--- src/rtl/cal_alarm_pkg.sv ---
// Shared constants for the calendar alarm unit: register map, widths,
// field count and the per-field storage masks.
// Assumes byte-wide registers on a word-spaced address map.
package cal_alarm_pkg;

    localparam int DATA_W       = 8;
    localparam int ADDR_W       = 8;
    localparam int FIELD_N      = 7;
    localparam int CAL_W        = FIELD_N * DATA_W;

    localparam int ALM_BASE     = 'h20;
    localparam int ALM_STRIDE   = 4;
    localparam int STATUS_ADDR  = 'h40;
    localparam int IEN_ADDR     = 'h48;

    localparam int STAT_ALM_BIT = 4;
    localparam int IEN_ALM_BIT  = 7;

    // Mask of the meaningful BCD bits of field idx (0 = seconds ... 6 = year-high)
    function automatic logic [DATA_W-1:0] field_mask(input int idx);
        case (idx)
            0, 1:    field_mask = 8'h7F;
            2, 3:    field_mask = 8'h3F;
            4:       field_mask = 8'h1F;
            default: field_mask = 8'hFF;
        endcase
    endfunction

endpackage

--- src/rtl/alarm_regfile.sv ---
// Alarm byte store and enable register.
// Holds FIELD_N masked alarm bytes and the arm bit. It returns the read
// data for the field addresses and the enable address, and zero for any
// other address.
// Assumes single-cycle writes, with no byte enables.
module alarm_regfile
    import cal_alarm_pkg::*;
#(
    parameter int NF = FIELD_N,
    parameter int DW = DATA_W,
    parameter int AW = ADDR_W
) (
    input  logic             clk,
    input  logic             rst_n,
    input  logic             wr,
    input  logic [AW-1:0]    addr,
    input  logic [DW-1:0]    wdata,
    output logic [NF*DW-1:0] fields,
    output logic             alarm_en,
    output logic [DW-1:0]    rd_val
);

    localparam logic [AW-1:0] IEN_A = AW'(IEN_ADDR);

    logic [NF-1:0]    sel;
    logic [DW-1:0]    rd_part [NF];

    genvar gi;
    generate
        for (gi = 0; gi < NF; gi++) begin : g_fld
            localparam logic [AW-1:0] FA   = AW'(ALM_BASE + gi * ALM_STRIDE);
            localparam logic [DW-1:0] MSK  = field_mask(gi);
            logic [DW-1:0] q;

            assign sel[gi] = (addr == FA);

            // Store one masked alarm byte
            always_ff @(posedge clk) begin
                if (!rst_n)               q <= '0;
                else if (wr && sel[gi])   q <= wdata & MSK;
            end

            assign fields[gi*DW +: DW] = q;
            assign rd_part[gi]         = sel[gi] ? q : '0;
        end
    endgenerate

    // Arm bit of the enable register
    always_ff @(posedge clk) begin
        if (!rst_n)                     alarm_en <= 1'b0;
        else if (wr && addr == IEN_A)   alarm_en <= wdata[IEN_ALM_BIT];
    end

    // Read mux over fields and the enable register
    always_comb begin
        rd_val = '0;
        for (int i = 0; i < NF; i++) rd_val = rd_val | rd_part[i];
        if (addr == IEN_A) rd_val[IEN_ALM_BIT] = alarm_en;
    end

endmodule

--- src/rtl/alarm_matcher.sv ---
// Field comparator: reports a match when every masked calendar byte equals
// its stored alarm byte. Purely combinational.
// Assumes the stored alarm bytes are already masked.
module alarm_matcher
    import cal_alarm_pkg::*;
#(
    parameter int NF = FIELD_N,
    parameter int DW = DATA_W
) (
    input  logic [NF*DW-1:0] cal,
    input  logic [NF*DW-1:0] fields,
    output logic             match_all
);

    logic [NF-1:0] eq;

    genvar gi;
    generate
        for (gi = 0; gi < NF; gi++) begin : g_cmp
            localparam logic [DW-1:0] MSK = field_mask(gi);
            assign eq[gi] = ((cal[gi*DW +: DW] & MSK) == fields[gi*DW +: DW]);
        end
    endgenerate

    assign match_all = &eq;

endmodule

--- src/rtl/alarm_status.sv ---
// Sticky alarm flag and interrupt gate.
// A matching tick sets the flag, and a clearing write drops it. The set
// takes priority when both occur in one cycle. The interrupt is the flag
// gated by the arm bit.
module alarm_status (
    input  logic clk,
    input  logic rst_n,
    input  logic tick,
    input  logic match_all,
    input  logic clr_req,
    input  logic clr_bit,
    input  logic alarm_en,
    output logic status_q,
    output logic irq
);

    // Sticky flag, with set winning over clear
    always_ff @(posedge clk) begin
        if (!rst_n)                     status_q <= 1'b0;
        else if (tick && match_all)     status_q <= 1'b1;
        else if (clr_req && clr_bit)    status_q <= 1'b0;
    end

    // Interrupt gate
    assign irq = status_q & alarm_en;

endmodule

--- src/rtl/cal_alarm_unit.sv ---
// Top of the calendar alarm unit: register port, field compare on the
// seconds tick, sticky status and interrupt output.
// Assumes cal_bcd is stable and valid in the cycle where tm_tick is high.
module cal_alarm_unit
    import cal_alarm_pkg::*;
(
    input  logic              clk,
    input  logic              rst_n,
    input  logic              reg_wr,
    input  logic [ADDR_W-1:0] reg_addr,
    input  logic [DATA_W-1:0] reg_wdata,
    output logic [DATA_W-1:0] reg_rdata,
    input  logic              tm_tick,
    input  logic [CAL_W-1:0]  cal_bcd,
    output logic              irq
);

    localparam logic [ADDR_W-1:0] STAT_A = ADDR_W'(STATUS_ADDR);

    logic [CAL_W-1:0]  alarm_fields;
    logic              alarm_en;
    logic [DATA_W-1:0] fld_rd;
    logic              match_all;
    logic              alarm_status;
    logic              stat_sel;

    assign stat_sel = (reg_addr == STAT_A);

    alarm_regfile u_regs (
        .clk      (clk),
        .rst_n    (rst_n),
        .wr       (reg_wr),
        .addr     (reg_addr),
        .wdata    (reg_wdata),
        .fields   (alarm_fields),
        .alarm_en (alarm_en),
        .rd_val   (fld_rd)
    );

    alarm_matcher u_match (
        .cal       (cal_bcd),
        .fields    (alarm_fields),
        .match_all (match_all)
    );

    alarm_status u_stat (
        .clk       (clk),
        .rst_n     (rst_n),
        .tick      (tm_tick),
        .match_all (match_all),
        .clr_req   (reg_wr && stat_sel),
        .clr_bit   (reg_wdata[STAT_ALM_BIT]),
        .alarm_en  (alarm_en),
        .status_q  (alarm_status),
        .irq       (irq)
    );

    // Merge the status register into the read data
    always_comb begin
        reg_rdata = fld_rd;
        if (stat_sel) reg_rdata[STAT_ALM_BIT] = alarm_status;
    end

endmodule

--- config.mk ---
export PLATFORM = sky130hd
export DESIGN_NAME = cal_alarm_unit
export DESIGN_NICKNAME = d
export VERILOG_FILES = /design/src/rtl/cal_alarm_pkg.sv /design/src/rtl/alarm_regfile.sv /design/src/rtl/alarm_matcher.sv /design/src/rtl/alarm_status.sv /design/src/rtl/cal_alarm_unit.sv
export SDC_FILE = /design/constraint.sdc
export NUM_CORES = 1
export LEC_CHECK = 0
export BUFFER_PORTS_ARGS = -buffer_cell sky130_fd_sc_hd__buf_2
export CORE_MARGIN = 1
export CORE_UTILIZATION = 55
export DETAILED_ROUTE_END_ITERATION = 10
export GPL_TIMING_DRIVEN = 1
export PLACE_DENSITY = 0.83
export SLEW_MARGIN = 20
export SYNTH_ARGS = -nofsm -noshare
export SYNTH_HDL_FRONTEND = slang
export SYNTH_HIERARCHICAL = 1
export SYNTH_SLANG_ARGS = --single-unit
--- constraint.sdc ---
create_clock -name clk -period 3.1 [get_ports clk]
set_clock_uncertainty 0.05 [all_clocks]
set_input_delay 0.155 -clock clk [delete_from_list [all_inputs] [get_ports clk]]
set_output_delay 0.155 -clock clk [all_outputs]
set_load 0.05 [all_outputs]
==> results.md <==
* First DRT Iteration DRCs at roughly 330
* Leak pwr at around 1.8 nW
* Final hold viol count at 0
* Deepest clock path buffer count at 2
* Status: completed
* Commonest cells post-synth: 49 x dfxtp_1, 45 x mux2i_1, 45 x xor2_1
* Core area at 5240 sq um
* Layout cell share with drive strength beyond 1 at between 20% and 30%
* Sum Neg Setup Slack at 0 ns
* Worst EP arrival at around 1.9 ns
* Cell Pwr Density at about 350 nW/um^2
* Predominant post-synthesis flop cell: dfxtp_1
* Synth Register Bits at 49
* CTS Root Cell: clkbuf_8
* Slew @ Worst Pin at approximately 0.7 ns
* Library cells used by synthesis at 40
* Synth area leaders: dfxtp_1 32%, mux2i_1 15%, xor2_1 13%
* Dpl cells at approximately 450
* Vias at 2621
* Critical path peak fanout at 3
* Die area at a little under 6000 sq um
* CTS Hold Buffers Added at 0
* Cells after Synth at approximately 320
* Height of the chip at between 70 and 80 microns
* Hold crit path type: in -> reg
* RSZ-0062 raised after global routing: false
* GR Util All Layers at 28.0%
* Clock latency on the worst-skew pair at 0.31 ns
* Share of the synthesized area in the top cell type at 31.9%
* Fmax achieved at 474 MHz
* Synth Warn # at 6
* First-pass GRT wire length at roughly 13 mm
* FFs w/ async S/R, synth at 0%
* Critical setup path kind: reg -> out
* Final Max Tran Viols at 0
* Final Wtd Congestion at approximately 0.96
* Number of synthesized flops with an enable pin at 0
* Hpwl dp at 5.82 mm
* CTS clk-pin slew, worst paths at roughly 0.080 ns
* Gates resized, CTS repair at 0
* Clock buffer count from CTS at 5
* Area delta synth->final at 15.9%
* Post-synth top area cell: dfxtp_1
* Cell Rows at 26
* Seq/Total Area, Yosys at about a third
* Maximum vdd drop at between 0.3 and 0.4 mV
* H-tree depth at 2
* Top-count cell post-synth: dfxtp_1
* Routed wire per std cell at roughly 18 microns
* Buffers on Ports at 75
* Largest net degree at the start of global routing at roughly 50
* Final setup violation count at 0
* GR Overflow Total at 0
* CTS tree: built
* Final Non-Filler Cells at roughly 460
* Critical Path RT at just under 3 ns
* Clock Sinks at just under 50
* Mean Syn Cell Area at roughly 9.7 sq um
* # DRC at 0
* Slew margin rel. at 53.3%
* Tcrit/Tclk final at between 60% and 70%
* Die W at between 70 and 80 microns
* Vias per cell at around 5.7
* Top Ports at 85
* Initial core utilization at between 50% and 60%
* DRT Wirelength at roughly 8 mm
* Diodes inserted at 0
* Initial antenna violation count at 0
* Max_cap viols at 0
* Worst setup EP type: primary output
* Post CTS Setup Buffer Count at 0
* ANT nets after route at 0
* Tmin final at approximately 2.1 ns
* DRT Pass-1 Iters at 5
* Vias in the first global route at around 2.5k
* Fin nets at between 400 and 500
* Mapped cell area at a little over 3000 sq um
* Startpoint Class: flip-flop
-- critical path, stage by stage, from the launching register on --
cell     delay (ns)
dfxtp_1        0.34
mux4_2         0.50
a22oi_1        0.23
nor3_1         0.07
mux2_4         0.25
buf_2          0.21
-- cells by family after synthesis --
group / count (synthesis) / synth area share, %
compound gates: 33 / 8.01
xor+xnor: 47 / 13.4
buf+inv: 22 / 4.19
flops: 49 / 31.9
mux: 52 / 18.1
other cells: 1 / 0.122
simple gates: 112 / 24.3
-- per-layer routing --
metal	vias up	GRT usage, %	share of wire, %
li1	1245	-	-
met1	1218	37.8	43
met2	136	43.1	45
met3	22	5.48	8.7
met4	0	12.3	3.1
met5	-	0	0
-- stage by stage --
stage          hold slack, ns  setup WS [ns]  utilization [%]  cell area, sq um  power [mW]
6_report               0.0603          0.989             68.0              3560        1.26
5_1_grt                0.0812          0.951             68.0              3560        1.30
4_1_cts                0.0590           1.00             68.0              3560        1.26
3_5_place_dp            0.383           1.01             65.8              3450       0.790
3_3_place_gp            0.373           1.03             65.8              3450       0.786
2_1_floorplan           0.244          0.741                -              3110       0.720
-- flip-flops by register name, summed over array words and instances, names as in the netlist --
signal           cells
u_regs/alarm_en      1
u_stat/status_q      1
u_regs/g_fld.q      47
-- path summary, 6_finish.rpt --
path / start / endpoint / slack, ns / cells past startpoint
setup / recovery: u_regs/g_fld[3].q[4]$_SDFFE_PN0P_ / reg_rdata[4] / 0.99 / 5
hold / removal: reg_wdata[7] / u_regs/g_fld[6].q[7]$_SDFFE_PN0P_ / 0.06 / 3
setup reg to reg: u_regs/g_fld[4].q[0]$_SDFFE_PN0P_ / u_stat/status_q$_SDFFE_PN0P_ / 1.20 / 6
hold reg to reg: u_regs/g_fld[6].q[2]$_SDFFE_PN0P_ / u_regs/g_fld[6].q[2]$_SDFFE_PN0P_ / 0.44 / 2
-- power by group --
group | internal, mW | total [mW] | switching (mW)
combinational | 0.0653 | 0.146 | 0.0810
clock | 0.263 | 0.482 | 0.218
sequential | 0.630 | 0.630 | 0.000762
total | 0.958 | 1.26 | 0.300
-- cells in the final DEF, fill, tap and decap left out, drive strengths merged, types with 3 or more instances in the layout --
cell type | Yosys | final
nor4b | 5 | 5
a21boi | 8 | 8
and3 | 3 | 3
nor2b | 40 | 40
clkbuf | 6 | 7
nor2 | 3 | 3
buf | 16 | 76
mux2 | 5 | 5
o21ai | 6 | 6
dfxtp | 49 | 49
nor4 | 15 | 15
nor3 | 3 | 3
o22a | 4 | 4
xor2 | 45 | 45
nand4 | 4 | 4
conb | 1 | 9
a22oi | 9 | 9
mux2i | 45 | 45
nand2 | 20 | 20
nand3 | 13 | 13
-- cell type report --
type | instances | area, sq um
multi-input combinational | 253 | 2000
fill | 439 | 1670
sequential | 49 | 981
timing repair buffer | 76 | 383
tap | 70 | 87.6
clock buffer | 7 | 86.3
clock inverter | 1 | 30.0
No activity file was read; power rests on OpenSTA's default activity.
